## config.mk

```make
export PLATFORM = sky130hd
export DESIGN_NAME = ctl_pulse_regs
export DESIGN_NICKNAME = d
export VERILOG_FILES = /design/src/rtl/ctl_pulse_pkg.sv /design/src/rtl/ctl_pulse_dec.sv /design/src/rtl/ctl_pulse_ctrl.sv /design/src/rtl/ctl_pulse_cmd.sv /design/src/rtl/ctl_pulse_regs.sv
export SDC_FILE = /design/constraint.sdc
export NUM_CORES = 1
export LEC_CHECK = 0
export BUFFER_PORTS_ARGS = -buffer_cell sky130_fd_sc_hd__buf_2
export CAP_MARGIN = 20
export CORE_MARGIN = 5
export CORE_UTILIZATION = 44
export CTS_CLUSTER_DIAMETER = 50
export DETAILED_ROUTE_END_ITERATION = 8
export PLACE_DENSITY = 0.85
export SLEW_MARGIN = 20
export SYNTH_ARGS = -nofsm -noshare
export SYNTH_HDL_FRONTEND = slang
export SYNTH_SLANG_ARGS = --single-unit
```

## constraint.sdc

```tcl
create_clock -name clk_i -period 2.3 [get_ports clk_i]
set_input_delay 0.46 -clock clk_i [delete_from_list [all_inputs] [get_ports clk_i]]
set_output_delay 0.46 -clock clk_i [all_outputs]
set_load 0.05 [all_outputs]
```

## src/rtl/ctl_pulse_pkg.sv

```systemverilog
package ctl_pulse_pkg;
  localparam int unsigned CTRL_W = 2;

  typedef struct packed {
    logic halt;
    logic rst;
  } ctrl_t;

  localparam ctrl_t CTRL_POR = '{halt: 1'b0, rst: 1'b1};
endpackage

```

## src/rtl/ctl_pulse_dec.sv

```systemverilog
module ctl_pulse_dec #(
  parameter int unsigned ADDR_W    = 8,
  parameter int unsigned CTRL_ADDR = 'h30,
  parameter int unsigned CMD_BASE  = 'h31,
  parameter int unsigned N_CMD     = 2
) (
  input  logic [ADDR_W-1:0] addr_i,
  output logic              hit_ctrl_o,
  output logic [N_CMD-1:0]  hit_cmd_o
);
  assign hit_ctrl_o = (addr_i == ADDR_W'(CTRL_ADDR));

  for (genvar k = 0; k < N_CMD; k++) begin : g_cmd_hit
    assign hit_cmd_o[k] = (addr_i == ADDR_W'(CMD_BASE + k));
  end
endmodule

```

## src/rtl/ctl_pulse_ctrl.sv

```systemverilog
module ctl_pulse_ctrl
  import ctl_pulse_pkg::*;
(
  input  logic              clk_i,
  input  logic              rst_ni,
  input  logic              we_i,
  input  logic [CTRL_W-1:0] wdata_i,
  output ctrl_t             ctrl_o
);
  ctrl_t ctrl_q;

  always_ff @(posedge clk_i or negedge rst_ni) begin
    if (!rst_ni)   ctrl_q <= CTRL_POR;
    else if (we_i) ctrl_q <= ctrl_t'(wdata_i);
  end

  assign ctrl_o = ctrl_q;
endmodule

```

## src/rtl/ctl_pulse_cmd.sv

```systemverilog
module ctl_pulse_cmd #(
  parameter int unsigned DATA_W = 8
) (
  input  logic              clk_i,
  input  logic              rst_ni,
  input  logic              we_i,
  input  logic [DATA_W-1:0] wdata_i,
  output logic [DATA_W-1:0] pulse_o
);
  logic [DATA_W-1:0] pulse_q;

  // Self-clearing: any cycle without a write drops every bit
  always_ff @(posedge clk_i or negedge rst_ni) begin
    if (!rst_ni)   pulse_q <= '0;
    else if (we_i) pulse_q <= wdata_i;
    else           pulse_q <= '0;
  end

  assign pulse_o = pulse_q;
endmodule

```

## src/rtl/ctl_pulse_regs.sv

```systemverilog
module ctl_pulse_regs
  import ctl_pulse_pkg::*;
#(
  parameter int unsigned ADDR_W    = 8,
  parameter int unsigned DATA_W    = 8,
  parameter int unsigned CTRL_ADDR = 'h30,
  parameter int unsigned CMD_BASE  = 'h31,
  parameter int unsigned N_CMD     = 2
) (
  input  logic                      clk_i,
  input  logic                      rst_ni,
  input  logic [ADDR_W-1:0]         addr_i,
  input  logic [DATA_W-1:0]         wdata_i,
  input  logic                      wr_i,
  input  logic                      rd_i,
  output logic [DATA_W-1:0]         rdata_o,
  output logic                      unit_rst_o,
  output logic                      unit_halt_o,
  output logic [N_CMD*DATA_W-1:0]   cmd_pulse_o
);
  localparam int unsigned PULSE_W = N_CMD * DATA_W;

  logic             hit_ctrl;
  logic [N_CMD-1:0] hit_cmd;
  ctrl_t            ctrl;
  logic [DATA_W-1:0] rd_mux;
  logic [DATA_W-1:0] rdata_q;

  ctl_pulse_dec #(
    .ADDR_W   (ADDR_W),
    .CTRL_ADDR(CTRL_ADDR),
    .CMD_BASE (CMD_BASE),
    .N_CMD    (N_CMD)
  ) i_dec (
    .addr_i    (addr_i),
    .hit_ctrl_o(hit_ctrl),
    .hit_cmd_o (hit_cmd)
  );

  ctl_pulse_ctrl i_ctrl (
    .clk_i  (clk_i),
    .rst_ni (rst_ni),
    .we_i   (wr_i && hit_ctrl),
    .wdata_i(wdata_i[CTRL_W-1:0]),
    .ctrl_o (ctrl)
  );

  for (genvar k = 0; k < N_CMD; k++) begin : g_cmd
    ctl_pulse_cmd #(.DATA_W(DATA_W)) i_cmd (
      .clk_i  (clk_i),
      .rst_ni (rst_ni),
      .we_i   (wr_i && hit_cmd[k]),
      .wdata_i(wdata_i),
      .pulse_o(cmd_pulse_o[k*DATA_W +: DATA_W])
    );
  end

  // Command registers have no storage to read back
  always_comb begin
    rd_mux = '0;
    if (hit_ctrl) rd_mux[CTRL_W-1:0] = ctrl;
  end

  always_ff @(posedge clk_i or negedge rst_ni) begin
    if (!rst_ni)   rdata_q <= '0;
    else if (rd_i) rdata_q <= rd_mux;
    else           rdata_q <= '0;
  end

  assign rdata_o     = rdata_q;
  assign unit_rst_o  = ctrl.rst;
  assign unit_halt_o = ctrl.halt;

  logic unused_w;
  assign unused_w = ^PULSE_W;
endmodule

```

==> results of run 1 <==
==> power groups by stage <==
stage	Combinational, µW	Sequential [µW]	Clock (µW)
after floorplan	40.7	369	0
after global placement	68.1	362	0
after detailed placement	69.7	362	0
after CTS	69.8	355	199
after global routing	75.3	356	222
final	69.8	355	190
==> metal layers <==
layer | vias to the layer above | track usage
li1 | 274 | -
met1 | 256 | 0.142
met3 | 2 | 0.00855
met5 | - | 0
met2 | 28 | 0.217
met4 | 0 | 0.0766
==> synth_stat cells <==
master    number
and2_1         9
conb_1         1
nor2_2         1
nand4_4        1
nand4b_1       1
nand2_1        4
mux2_4         2
and3b_1        1
and4_1         3
and3_1         1
dfstp_2        1
buf_4          6
and4bb_2       1
nor2_1         9
nand3_1        1
nor2b_1        1
dfrtp_1       19
==> layout make-up <==
cell class / instances / share of cell area
sequential: 20 / 0.490
timing repair buffer: 39 / 0.191
clock buffer: 4 / 0.0355
multi-input combinational: 41 / 0.253
tap: 25 / 0.0306
==> registers in the layout, summed over array words and instances (netlist names) <==
register,cells
g_cmd.i_cmd.pulse_o,16
i_ctrl.ctrl_o,2
rdata_o,2
==> cells by family (layout without fill, tap and decap cells) <==
| group | Yosys count | after routing |
|---|---|---|
| flip-flops | 20 | 20 |
| other | 1 | 6 |
| buffers and inverters | 6 | 43 |
| multiplexers | 2 | 2 |
| AND/OR/NAND/NOR | 33 | 33 |
==> worst max-delay path by stage <==
stage | from | endpoint | slack, ns | cells after the start
final | i_ctrl.ctrl_o[0] | unit_rst_o | 0.75 | 1
after global routing | i_ctrl.ctrl_o[0] | unit_rst_o | 0.69 | 1
after CTS | i_ctrl.ctrl_o[0] | unit_rst_o | 0.74 | 1
after detailed placement | addr_i[6] | i_ctrl.ctrl_o[1] | 0.80 | 4
after global placement | addr_i[6] | i_ctrl.ctrl_o[1] | 0.83 | 4
after floorplan | addr_i[6] | i_ctrl.ctrl_o[1] | 0.95 | 3
==> metrics by stage <==
stage	instances	total power (µW)	area (µm²)	setup slack (ns)	hold WS (ns)
floorplan	67	410	806	0.949	0.164
finish	129	615	1020	0.750	0.0949
global route	129	653	1020	0.693	0.106
detailed placement	125	432	987	0.796	0.416
CTS	129	624	1020	0.736	0.0934
global placement	125	430	987	0.830	0.406
==> reports/summary.txt, run 1 <==
Die Y: 52.3 µm
clk root buf: clkbuf_4
Fill cells: 148
met2 wire length: 795 µm
global-route wire length before repair: 2450 µm
Worst setup EP type: output pin
crit path DAT: 1.09 ns
Buf+Inv Stages, Crit Path: 1
Num Clock Sinks: 20
fin crit share: 0.674
post-synth cell types: 17
setup bufs post-CTS: 0
worst-path fanout max: 3
Period minus WS final: 1.55 ns
DR top layer: met4
hold buffers post-CTS: 0
cells after synthesis: 62
Detail Placement HPWL: 1280 µm
Netlist Area Pre-Place: 787 µm²
CP top delay family: flip-flops
final wirelength: 1570 µm
TNS Setup: 0 ns
Final #Nets: 125
largest family of logic cells by synthesized area: simple AND/OR/NAND/NOR gates
max-capacitance violation count: 0
Seq/Total Area, Yosys: 0.638
Reg2Reg Depth: 1
switching share of power: 0.237
die area: 2730 µm²
Post-Synth Simple-Gate Area: 0.262
global-route usage over all layers: 0.123
combinational group share of total power: 0.114
Clk pwr share: 0.308
Slew Limit Fails: 0
drt pass-1 iters: 4
FF+latch count, synth: 20
Ant. Diodes: 0
RSZ-0062 raised after global routing: false
drt drc: 0
via count: 560
post-layout util: 0.599
adder-cell share of the synthesized area: 0
top post-synthesis cells by area: dfrtp_1, and2_1, buf_4, nor2_1, mux2_4
Vias/cell: 4.34
gpl congestion: 0.709
Setup Viol. Count Final: 0
WL met1: 630 µm
Yosys top cell area share: 0.604
IO Count: 46
vias in the first global route: 561
Initial Util: 0.461
Clock Path Buffers: 2
slowest CP cell: dfstp_2
mux cell area share after synthesis: 0.0382
DRT iter0 DRCs: 8
PortBufs: 39
WL per Instance: 12.1 µm
Die Width: 52.3 µm
Congestion Overflow GR: 0
XOR/XNOR Fraction of Synth Area: 0
row cnt: 15
status: finished, final reports clean
fmax: 0.645 GHz
core outline area: 1710 µm²
Hold Violations, Final: 0
CP required: 1.84 ns
clk_skew: 0.000369 ns
PostCTS Resize Cnt: 0
TritonCTS clock tree: yes
power per cell area: 601 nW/µm²
post-route ant nets: 0
clock latency on the worst-skew pair: 0.28 ns
Hold Crit Class: in -> async
Reg2Reg Setup Slack: 1.53 ns
crit path cell chain: buf_2
area of the multi-input gates: 259 µm²
synthesis warning total: 0
Worst VDD drop: 0.308 mV
Switch Pwr: 145 µW
cts bufs inserted: 3
Setup Crit Path Kind: reg -> out
initial antenna violation count: 0
Critical R2R Launch: i_ctrl.ctrl_o[1]
H-tree Lvls: 1
register area: 502 µm²
average size of a mapped cell: 12.7 µm²
Cell Int Power: 469 µW
largest area contributor in the netlist: dfrtp_1
P_leak: 0.000606 µW
Syn-to-layout area delta: 30.0%
layout cells sized above 1: 0.471
Reg power frac: 0.578
Worst R2R End: i_ctrl.ctrl_o[1]
CP max stage delay: 0.55 ns
commonest non-fill, non-tap cell in the layout: buf_2
startpoint types: flip-flop
WL met3: 120 µm
largest net degree at the start of global routing: 21
post-synthesis compound-gate area fraction: 0
clk slew on worst S/H paths: 0.10 ns
commonest cells after routing, fill and taps aside: buf_2, dfrtp_1, and2_1, nor2_1, conb_1
(Power assumes the default switching activity.)
==> run 2: changes to the inputs <==
Settings changed: CORE_UTILIZATION 44 to 41, PLACE_DENSITY 0.85 to 0.8.
Clock period 2.3 ns to 1.6 ns, I/O delays scaled along.
==> reports/summary.txt, run 2 (synthesized netlist as in run 1, its figures left out) <==
fmax: 0.707 GHz
hold buffers post-CTS: 1
core outline area: 1780 µm²
vias in the first global route: 558
gpl congestion: 0.638
Buf+Inv Stages, Crit Path: 1
initial antenna violation count: 0
Vias/cell: 4.45
Die Y: 53.8 µm
setup bufs post-CTS: 0
global-route wire length before repair: 2320 µm
commonest cells after routing, fill and taps aside: buf_2, dfrtp_1, and2_1, nor2_1, conb_1
TNS Setup: 0 ns
Setup Viol. Count Final: 0
drt drc: 0
slowest CP cell: dfstp_2
clk slew on worst S/H paths: 0.10 ns
CP max stage delay: 0.56 ns
post-route ant nets: 0
Hold Violations, Final: 0
Slew Limit Fails: 0
PostCTS Resize Cnt: 0
Setup Crit Path Kind: reg -> out
RSZ-0062 raised after global routing: false
status: finished, final reports clean
die area: 2900 µm²
largest net degree at the start of global routing: 21
placed cell areas: 987 µm²
global-route usage over all layers: 0.112
PortBufs: 39
Period minus WS final: 1.42 ns
final instance area: 1020 µm²
final wirelength: 1580 µm
clock latency on the worst-skew pair: 0.29 ns
Syn-to-layout area delta: 30.0%
Initial Util: 0.441
worst-path fanout max: 3
via count: 579
P_leak: 0.000604 µW
H-tree Lvls: 1
max FFs per register: 16
CP top delay family: flip-flops
CP required: 1.28 ns
DRT iter0 DRCs: 7
Final #Nets: 126
post-layout util: 0.574
startpoint types: flip-flop
commonest non-fill, non-tap cell in the layout: buf_2
crit path cell chain: buf_2
fin crit share: 0.885
drt pass-1 iters: 6
crit path DAT: 1.10 ns
Hold Crit Class: in -> reg
Clock Path Buffers: 2
IO Count: 46
row cnt: 15
clk_skew: 0.00926 ns
# placed instances: 125
Worst setup EP type: output pin
layout cells sized above 1: 0.457
Finished Layout Cells: 130
Die Width: 53.8 µm
TritonCTS clock tree: yes
Congestion Overflow GR: 0
Worst VDD drop: 0.353 mV
WL per Instance: 12.2 µm
Num Clock Sinks: 20
power per cell area: 822 nW/µm²
Ant. Diodes: 0
clk root buf: clkbuf_4
max-capacitance violation count: 0
cts bufs inserted: 3
Detail Placement HPWL: 1270 µm
run 2: path summary, 6_finish.rpt:
kind                                   from                   endpoint  slack [ns]  depth (start not counted)
setup / recovery           i_ctrl.ctrl_o[0]                 unit_rst_o        0.18                          1
hold / removal                   wdata_i[2]  g_cmd[1].i_cmd.pulse_o[2]        0.25                          2
setup reg to reg           i_ctrl.ctrl_o[0]                 rdata_o[0]        0.81                          1
hold reg to reg            i_ctrl.ctrl_o[0]                 rdata_o[0]        0.57                          1
max in group asynchronous            rst_ni           i_ctrl.ctrl_o[0]        0.78                          2
min in group asynchronous            rst_ni  g_cmd[1].i_cmd.pulse_o[4]        0.49                          2
run 2: per-layer routing:
layer,vias up,track usage,part of all wire
li1,277,-,-
met1,263,0.137,0.41
met2,37,0.194,0.46
met3,2,0.00831,0.11
met4,0,0.0638,0.016
met5,-,0,0
run 2: layout make-up:
class                           count  area, µm²
Clock buffer                        4       26.3
Fill cell                         159        759
Multi-Input combinational cell     41        259
Sequential cell                    20        502
Tap cell                           25       31.3
Timing Repair Buffer               40        205
run 2: report_power, final:
part / internal, µW / switching (µW)
Combinational: 28.7 / 72.4
Sequential: 509 / 2.26
Clock: 96.7 / 132
Total: 634 / 207
run 2: per-stage QoR:
step / hold slack [ns] / setup slack, ns / total power [µW]
after floorplan: 0.0244 / 0.389 / 589
after global placement: 0.267 / 0.274 / 619
after detailed placement: 0.272 / 0.236 / 621
after CTS: 0.252 / 0.177 / 845
after global routing: 0.248 / 0.156 / 878
final: 0.251 / 0.185 / 841
==> run 3: changes to the inputs <==
Settings changed: CELL_PAD_IN_SITES_DETAIL_PLACEMENT set to 1, CELL_PAD_IN_SITES_GLOBAL_PLACEMENT set to 2, CORE_UTILIZATION 41 to 24, PLACE_DENSITY 0.8 to 0.79.
==> reports/summary.txt, run 3 (synthesized netlist as in run 1, its figures left out) <==
status: finished, final reports clean
final wirelength: 2020 µm
Die Y: 67.3 µm
CP max stage delay: 0.57 ns
Period minus WS final: 1.45 ns
fmax: 0.691 GHz
row cnt: 20
CP top delay family: flip-flops
initial antenna violation count: 0
commonest cells after routing, fill and taps aside: buf_2, dfrtp_1, and2_1, nor2_1, conb_1
Vias/cell: 4.11
CP required: 1.28 ns
Die Width: 67.3 µm
Hold Crit Class: in -> reg
global-route usage over all layers: 0.0939
Slew Limit Fails: 0
slowest CP cell: dfstp_2
Levels on crit path: 1
Setup Crit Path Kind: reg -> out
die area: 4520 µm²
Congestion Overflow GR: 0
Worst VDD drop: 0.221 mV
clock latency on the worst-skew pair: 0.30 ns
Ant. Diodes: 0
largest net degree at the start of global routing: 21
Final #Nets: 126
Reg2Reg Setup Slack: 0.80 ns
Hold Violations, Final: 0
core outline area: 3100 µm²
Syn-to-layout area delta: 33.1%
PostCTS Resize Cnt: 0
Clock Path Buffers: 2
TritonCTS clock tree: yes
P_leak: 0.000604 µW
Worst R2R End: i_ctrl.ctrl_o[1]
Worst setup EP type: output pin
clk_skew: 0.00311 ns
fin crit share: 0.905
worst-path fanout max: 3
worst setup path end: unit_rst_o
post-layout util: 0.338
clk slew on worst S/H paths: 0.11 ns
crit path cell chain: buf_2
CP Launch Point: i_ctrl.ctrl_o[0]
drt pass-1 iters: 2
PortBufs: 39
cts bufs inserted: 3
power per cell area: 826 nW/µm²
DRT iter0 DRCs: 19
max FFs per register: 16
Critical R2R Launch: i_ctrl.ctrl_o[1]
hold buffers post-CTS: 1
RSZ-0062 raised after global routing: false
Setup Viol. Count Final: 0
setup bufs post-CTS: 0
WL per Instance: 13.6 µm
Reg2Reg Depth: 1
commonest non-fill, non-tap cell in the layout: buf_2
vias in the first global route: 626
global-route wire length before repair: 3050 µm
Initial Util: 0.254
layout cells sized above 1: 0.457
clk root buf: clkbuf_4
gpl congestion: 0.718
IO Count: 46
Num Clock Sinks: 20
startpoint types: flip-flop
Buf+Inv Stages, Crit Path: 1
H-tree Lvls: 1
via count: 612
TNS Setup: 0 ns
post-route ant nets: 0
crit path DAT: 1.13 ns
drt drc: 0
max-capacitance violation count: 0
==> run 3: cell counts in the layout (fill, tap and decap cells not counted) <==
No cell type changed its count.
==> run 3: how the worst min path moves through the flow <==
stage / from / endpoint / slack [ns] / cells past startpoint
2_1_floorplan: rst_ni / g_cmd[0].i_cmd.pulse_o[0] / 0.02 / 0
3_3_place_gp: rst_ni / g_cmd[1].i_cmd.pulse_o[6] / 0.27 / 1
3_5_place_dp: rst_ni / g_cmd[0].i_cmd.pulse_o[5] / 0.29 / 1
4_1_cts: wdata_i[5] / g_cmd[1].i_cmd.pulse_o[5] / 0.24 / 3
5_1_grt: wdata_i[5] / g_cmd[0].i_cmd.pulse_o[5] / 0.23 / 3
6_report: wdata_i[2] / g_cmd[0].i_cmd.pulse_o[2] / 0.24 / 2
==> run 3: where the power goes <==
part           switching, µW  internal (µW)  total, µW
combinational           75.5           28.7        104
clock                    152           97.0        249
sequential              2.40            509        511
total                    230            635        865
==> run 3: cell type report <==
cell class / count / area [µm²]
timing repair buffer: 40 / 205
sequential: 20 / 502
tap: 44 / 55.1
multi-input combinational: 41 / 259
fill: 385 / 2060
clock buffer: 4 / 26.3
==> run 3: layer usage <==
layer	wire length [µm]	track usage	vias up
li1	-	-	276
met1	745	0.109	299
met2	1030	0.158	33
met3	200	0.0166	4
met4	48	0.0608	0
met5	0	0	-
==> run 3: metrics by stage <==
| step | total power (µW) | area (µm²) | cells | setup WS [ns] | hold WS, ns |
|---|---|---|---|---|---|
| finish | 865 | 1050 | 149 | 0.152 | 0.239 |
| global route | 900 | 1050 | 149 | 0.115 | 0.233 |
| CTS | 873 | 1050 | 149 | 0.146 | 0.237 |
| detailed placement | 625 | 1010 | 144 | 0.228 | 0.289 |
| global placement | 621 | 1010 | 144 | 0.268 | 0.272 |
| floorplan | 589 | 806 | 67 | 0.389 | 0.0244 |
